==> src/rtl/irqf_pkg.sv <==
package irqf_pkg;
  localparam logic [7:0] OFS_PEND   = 8'h00;
  localparam logic [7:0] OFS_INJECT = 8'h08;
  localparam logic [7:0] OFS_MASK   = 8'h10;
  localparam logic [7:0] OFS_CTRL   = 8'h28;
  localparam int CTL_EDGE_BIT  = 3;
  localparam int CTL_NOMSG_BIT = 5;
endpackage

==> src/rtl/irqf_sense.sv <==
module irqf_sense #(
  parameter int N_SRC = 32
) (
  input  logic             clk,
  input  logic             rst,
  input  logic             edge_mode,
  input  logic [N_SRC-1:0] src_in,
  output logic [N_SRC-1:0] set_hw
);
  logic [N_SRC-1:0] src_prev;

  always_ff @(posedge clk) begin
    if (rst) src_prev <= '0;
    else     src_prev <= src_in;
  end

  for (genvar i = 0; i < N_SRC; i++) begin : g_bit
    always_comb begin
      if (edge_mode) set_hw[i] = src_in[i] & ~src_prev[i];
      else           set_hw[i] = src_in[i];
    end
  end
endmodule

==> src/rtl/irqf_regfile.sv <==
module irqf_regfile
  import irqf_pkg::*;
#(
  parameter int N_SRC  = 32,
  parameter int ADDR_W = 6
) (
  input  logic              clk,
  input  logic              rst,
  input  logic [ADDR_W-1:0] bus_addr,
  input  logic              bus_we,
  input  logic [N_SRC-1:0]  bus_wdata,
  input  logic [N_SRC-1:0]  set_hw,
  output logic [N_SRC-1:0]  cause,
  output logic [N_SRC-1:0]  mask,
  output logic              edge_mode,
  output logic [N_SRC-1:0]  bus_rdata
);
  logic hit_pend, hit_inj, hit_mask, hit_ctrl;
  logic nomsg_q;
  logic [N_SRC-1:0] cause_n;
  logic [N_SRC-1:0] rd_mux;

  assign hit_pend = (bus_addr == ADDR_W'(OFS_PEND));
  assign hit_inj  = (bus_addr == ADDR_W'(OFS_INJECT));
  assign hit_mask = (bus_addr == ADDR_W'(OFS_MASK));
  assign hit_ctrl = (bus_addr == ADDR_W'(OFS_CTRL));

  // clear first, then OR in set events so a set beats a clear
  always_comb begin
    cause_n = cause;
    if (bus_we && hit_pend) cause_n = cause_n & bus_wdata;
    if (bus_we && hit_inj)  cause_n = cause_n | bus_wdata;
    cause_n = cause_n | set_hw;
  end

  always_comb begin
    rd_mux = '0;
    if (hit_pend)      rd_mux = cause;
    else if (hit_mask) rd_mux = mask;
    else if (hit_ctrl) begin
      rd_mux[CTL_EDGE_BIT]  = edge_mode;
      rd_mux[CTL_NOMSG_BIT] = nomsg_q;
    end
  end

  always_ff @(posedge clk) begin
    if (rst) begin
      cause     <= '0;
      mask      <= '1;
      edge_mode <= 1'b0;
      nomsg_q   <= 1'b0;
      bus_rdata <= '0;
    end else begin
      cause     <= cause_n;
      bus_rdata <= rd_mux;
      if (bus_we && hit_mask) mask <= bus_wdata;
      if (bus_we && hit_ctrl) begin
        edge_mode <= bus_wdata[CTL_EDGE_BIT];
        nomsg_q   <= bus_wdata[CTL_NOMSG_BIT];
      end
    end
  end
endmodule

==> src/rtl/irq_fanin_ctrl.sv <==
module irq_fanin_ctrl #(
  parameter int N_SRC  = 32,
  parameter int ADDR_W = 6
) (
  input  logic              clk,
  input  logic              rst,
  input  logic [ADDR_W-1:0] bus_addr,
  input  logic              bus_we,
  input  logic [N_SRC-1:0]  bus_wdata,
  output logic [N_SRC-1:0]  bus_rdata,
  input  logic [N_SRC-1:0]  src_in,
  output logic              irq_out
);
  logic [N_SRC-1:0] set_hw;
  logic [N_SRC-1:0] cause;
  logic [N_SRC-1:0] mask;
  logic             edge_mode;

  irqf_sense #(.N_SRC(N_SRC)) u_sense (
    .clk(clk), .rst(rst), .edge_mode(edge_mode),
    .src_in(src_in), .set_hw(set_hw)
  );

  irqf_regfile #(.N_SRC(N_SRC), .ADDR_W(ADDR_W)) u_regs (
    .clk(clk), .rst(rst), .bus_addr(bus_addr), .bus_we(bus_we),
    .bus_wdata(bus_wdata), .set_hw(set_hw), .cause(cause),
    .mask(mask), .edge_mode(edge_mode), .bus_rdata(bus_rdata)
  );

  always_ff @(posedge clk) begin
    if (rst) irq_out <= 1'b0;
    else     irq_out <= |(cause & ~mask);
  end
endmodule

==> config.mk <==
export PLATFORM = sky130hd
export DESIGN_NAME = irq_fanin_ctrl
export DESIGN_NICKNAME = d
export VERILOG_FILES = /design/src/rtl/irqf_pkg.sv /design/src/rtl/irqf_sense.sv /design/src/rtl/irqf_regfile.sv /design/src/rtl/irq_fanin_ctrl.sv
export SDC_FILE = /design/constraint.sdc
export NUM_CORES = 1
export LEC_CHECK = 0
export BUFFER_PORTS_ARGS = -buffer_cell sky130_fd_sc_hd__clkbuf_2
export CORE_MARGIN = 8
export CORE_UTILIZATION = 36
export DETAILED_ROUTE_END_ITERATION = 8
export PLACE_DENSITY = 0.64
export SKIP_CTS_REPAIR_TIMING = 1
export SYNTH_ARGS = -nofsm -noshare
export SYNTH_HDL_FRONTEND = slang
export SYNTH_HIERARCHICAL = 1
export SYNTH_SLANG_ARGS = --single-unit
==> constraint.sdc <==
create_clock -name clk -period 4.74 [get_ports clk]
set_clock_uncertainty 0.05 [all_clocks]
set_input_delay 0.948 -clock clk [delete_from_list [all_inputs] [get_ports clk]]
set_output_delay 0.948 -clock clk [all_outputs]
set_load 0.05 [all_outputs]
=== After elaboration in Yosys (flattened, before gate mapping) ===
Index checks and enable logic that the tools add are counted.

* Register bits after elaboration: 131
* Input port bits: 73
* Output and inout port bits: 33
* Logic and storage cells: 127

* Equality and inequality tests: 3
* Mux-type cells: 42
* Bitwise logic cells: 69
* Reduce and logical (&&, ||, !) cells: 6

{| class="wikitable"
|+ Operator list
! kind !! count
|-
| 32-bit 2-to-1 mux || 3
|-
| 32-bit bitwise AND || 2
|-
| 32-bit OR || 2
|-
| 1-bit 2-to-1 mux || 37
|-
| 1-bit bitwise AND || 32
|-
| 1-bit NOT || 32
|-
| 32-bit NOT || 1
|-
| 32-bit OR reduction || 1
|-
| 26-bit 2-to-1 mux || 1
|-
| 6-bit by 4-bit == test with 1-bit output (second input constant) || 1
|-
| 6-bit by 5-bit == test with 1-bit output (second input constant) || 1
|-
| 6-bit == test (second input constant) || 1
|-
| 6-bit logical NOT || 1
|-
| 1-bit logical AND || 4
|-
| 3-bit 2-to-1 mux || 1
|}

=== Depth between registers and ports, before layout ===
* Depth in word-level cells: 6
* Mapped depth: 6
* Mapped depth without buffers: 4

=== By module ===
The synthesis kept the hierarchy.

{| class="wikitable"
|+ Modules (own cells, without submodules)
! module !! instances !! cells each !! area an instance (µm²) !! sequential area each (µm²)
|-
| irqf_regfile || 1 || 477 || 4190.3 || 1961.9
|-
| irqf_sense || 1 || 102 || 1242.4 || 640.6
|-
| irq_fanin_ctrl || 1 || 54 || 274.0 || 20.0
|}

=== Least setup slack after synthesis ===
Ideal clock, no wire load.

* Path type: input to register
* Start: in bus_addr[1]
* End: reg u_regs.cause[0]
* Library setup time: 152 ps
* Arrival: 2036 ps
* Path slack: 2502 ps
* Cell stages on the path: 5
* Path buffers: 2
* Path through: or4_1 clkbuf_1 clkbuf_1 o21ai_1 a221oi_2

* Longest elaborated chain between the ends: 6

{| class="wikitable"
|+ Ends and longest elaborated chain
! element !! RTL line !! text
|-
| start, declared || irq_fanin_ctrl.sv:7 || <nowiki>input logic [ADDR_W-1:0] bus_addr,</nowiki>
|-
| 6-bit logical NOT || irqf_regfile.sv:23 || <nowiki>assign hit_pend = (bus_addr == ADDR_W'(OFS_PEND));</nowiki>
|-
| 1-bit logical AND || irqf_regfile.sv:31 || <nowiki>if (bus_we && hit_pend) cause_n = cause_n & bus_wdata;</nowiki>
|-
| 32-bit 2-to-1 mux || irqf_regfile.sv:31 ||
|-
| 32-bit OR || irqf_regfile.sv:32 || <nowiki>if (bus_we && hit_inj) cause_n = cause_n | bus_wdata;</nowiki>
|-
| 32-bit 2-to-1 mux (*) || irqf_regfile.sv:32 ||
|-
| 32-bit OR (*) || irqf_regfile.sv:33 || <nowiki>cause_n = cause_n | set_hw;</nowiki>
|-
| end signal, assigned || irqf_regfile.sv:54 || <nowiki>cause <= cause_n;</nowiki>
|-
| end, declared || irqf_regfile.sv:13 || <nowiki>output logic [N_SRC-1:0] cause,</nowiki>
|}

Mark *: on every way between the ends. The rest lies on a longest branch, timed or not.
A chain may end at the register's enable or synchronous reset.

=== Worst setup path in the final report ===
* Start: in bus_addr[1]
* End: reg u_regs.cause[2]

The elaborated chain is that of the path after synthesis.

==> summary.md <==
### Run status
* **result of the run** completed

### GRT
* **largest net degree at the start of global routing** 87
* **busiest layer in global routing** met2
* **grt met1 use** 20.50%
* **number of global-route vias before repair** 4788
* **leftover overflow at the end of global routing** 0
* **met2 track demand over resource** 25.21%
* **Overall Global Routing Usage** 16.13%
* **number of antenna violations at the first check in global routing** 0
* **global-route wire length before repair** 25320 um
* **GR Layer Usage met3** 4.906%

### Yosys
* **number of distinct library cell variants in the gate-level netlist after synthesis** 28
* **area share of the largest cell type after synthesis** 45.95%
* **Synth area leader** dfxtp_1
* **warning count from the yosys run** 6
* **Synth Net Count** 706
* **Synth Register Bits** 131
* **cells after synthesis** 633
* **sequential fraction of the synthesis area** 45.95%
* **Cell Area, Synth** 0.005707 sq mm
* **mean instance size in the synthesized netlist** 9.015 sq um
* **cells taking the most area after synthesis** dfxtp_1, nor2_1, a221oi_2

### Job
* **max_cap viols** 0

### Floorplanning
* **number of I/O pins** 106
* **Die Footprint** 0.02014 sq mm
* **CORE AREA** 0.01571 sq mm
* **floorplan row count** 46
* **die span in y** 141.9 um
* **initial core utilization** 36.32%
* **x dimension of the die** 141.9 um

### Finish
* **count of nets after finishing** 792
* **Ant. Diodes** 0
* **final design utilization** 44.38%
* **Final Instance Area** 0.006973 sq mm
* **number of filler instances in the final layout** 1593
* **signed area change from the synthesized netlist to the final layout** 22.19%
* **fraction of layout cells with a size suffix above 1** 29.10%

### Place
* **Placed Area** 0.006371 sq mm
* **final weighted congestion in routability-driven placement** 0.7808
* **count of port buffers added during placement** 105
* **total half-perimeter wirelength after legalization and detailed placement** 10880 um

### Clock tree
* **CTS Root Buffer Type** clkbuf_16
* **sinks on the clock net** 131
* **number of clock buffers inserted by TritonCTS** 17
* **clock-pin slew reported for the worst setup and hold paths after clock tree synthesis** 60 ps
* **deepest clock path buffer count** 2
* **CTS H-Tree Depth** 4
* **TritonCTS clock tree** done
* **clock latency on the worst-skew pair** 420 ps

### Detailed routing
* **final wirelength** 16020 um
* **Starting DRT DRC Count** 388
* **mean number of vias per cell** 5.081
* **mean routed wirelength per cell** 16.90 um
* **total number of vias** 4817
* **Remaining DRCs** 0
* **antenna-violating nets left** 0
* **DRT Pass-1 Iters** 5

### STA
* **Peak Freq** 337.8 MHz
* **Final Cycle Share** 62.45%
* **final hold violation count** 0
* **Final min period** 2960 ps
* **worst slew margin relative to its limit** 32.88%
* **Setup TNS** 0 ps
* **RSZ-0062 raised after global routing** false
* **max-slew violation count** 0
* **Worst Max-Slew Pin Slew** 1007 ps
* **setup violators final** 0

### Worst hold path
* **worst min-delay path category** reg2reg

### Critical path
* **Max FO, Critical Path** 37
* **category of the critical setup timing path** in2reg
* **Arrival @ worst endpoint** 3230 ps
* **worst endpoint required time** 5010 ps
* **Critical Path Sink Type** flip-flop
* **type of origin of the critical path** primary input
* **slack of the worst reg-to-reg path** 2990 ps

### Power and ir drop
* **overall power consumption** 2.731 mW
* **static power due to leakage** 2.649 nW
* **Cell Pwr Density** 391.6 mW/mm^2
* **worst vdd rail ir drop** 0.2748 mV

sequential cells by signal, summed over array words and instances (netlist names):
name / cells
u_regs/bus_rdata: 32
irq_out: 1
u_sense/src_prev: 32
u_regs/cause: 32
u_regs/mask: 32
u_regs/nomsg_q: 1
u_regs/edge_mode: 1
path summary, 6_finish.rpt:
check	start	end	cells after the start
max	bus_addr[1]	u_regs/cause[2]	6
min	u_regs/nomsg_q	u_regs/nomsg_q	2
max reg2reg	u_regs/edge_mode	u_regs/cause[31]	4
min reg2reg	u_regs/nomsg_q	u_regs/nomsg_q	2
cell usage after synthesis, drive strengths merged:
| cell type | instances |
|---|---|
| a21boi | 32 |
| a21oi | 32 |
| a221oi | 32 |
| a31oi | 2 |
| a41oi | 1 |
| and3 | 2 |
| buf | 14 |
| clkbuf | 33 |
| dfxtp | 131 |
| inv | 32 |
| mux2i | 32 |
| nand3 | 67 |
| nand4 | 2 |
| nand4b | 1 |
| nor2 | 129 |
| nor2b | 33 |
| nor4 | 6 |
| o21ai | 34 |
| o22ai | 16 |
| or3b | 1 |
| or4 | 1 |
worst max-delay path: stages:
cell and delay, ps:
clkbuf_2 130, nor4_4 260, buf_4 410, nand4b_2 630, buf_4 500, a221oi_2 300
cell type report:
| cell class | instances | area, sq um | area share (%) |
|---|---|---|---|
| inverter | 32 | 120.1 | 1.723 |
| timing repair buffer | 114 | 608.1 | 8.721 |
| clock inverter | 13 | 158.9 | 2.279 |
| tap | 216 | 270.3 | 3.876 |
| sequential | 131 | 2624 | 37.63 |
| multi-input combinational | 423 | 2749 | 39.42 |
| clock buffer | 19 | 442.9 | 6.352 |
cells in the final DEF (no fill, tap or decap), types with 2 or more instances in the layout:
cell and n:
nor4_4 2, nor4_1 4, nand4_1 2, a221oi_1 2, clkbuf_16 17, nor2b_1 32, bufinv_16 3, clkinv_2 4
buf_4 9, dfxtp_1 130, clkbuf_2 104, a21boi_2 30, a31oi_1 2, a221oi_2 30, o21ai_0 2, inv_1 32
nor2_1 128, clkinvlp_4 3, nand3_1 67, o21ai_1 32, o22ai_1 16, a21oi_1 32, clkinv_4 2, a21boi_0 2
mux2i_1 32
power breakdown:
group	switching (mW)	internal (mW)
registers	0.0323	1.14
clock network	0.498	0.839
logic	0.130	0.0906
total	0.660	2.07
stage by stage:
step | instances | setup slack, ps | hold WS [ps]
6_report | 948 | 1780 | 447.8
5_1_grt | 948 | 1632 | 460.0
4_1_cts | 948 | 1819 | 438.1
3_5_place_dp | 916 | 1380 | 428.3
3_3_place_gp | 916 | 1431 | 428.9
2_1_floorplan | 633 | 2502 | 409.1
kinds of logic (layout without fill, tap and decap cells):
kind of cell / count (synthesis) / count (layout) / synth area share (%)
AND/OR/NAND/NOR: 242 / 242 / 20.00
buffers and inverters: 79 / 178 / 6.139
multiplexers: 32 / 32 / 5.613
AO/OA/AOI/OAI: 149 / 149 / 22.30
flip-flops: 131 / 131 / 45.95
metal layers:
layer	vias to the layer above	share of wire, %
met2	155	46
met5	-	0
met4	0	1.6
met3	20	6.9
met1	2264	46
li1	2378	-
Note: power is estimated with default switching activity, not from simulation.
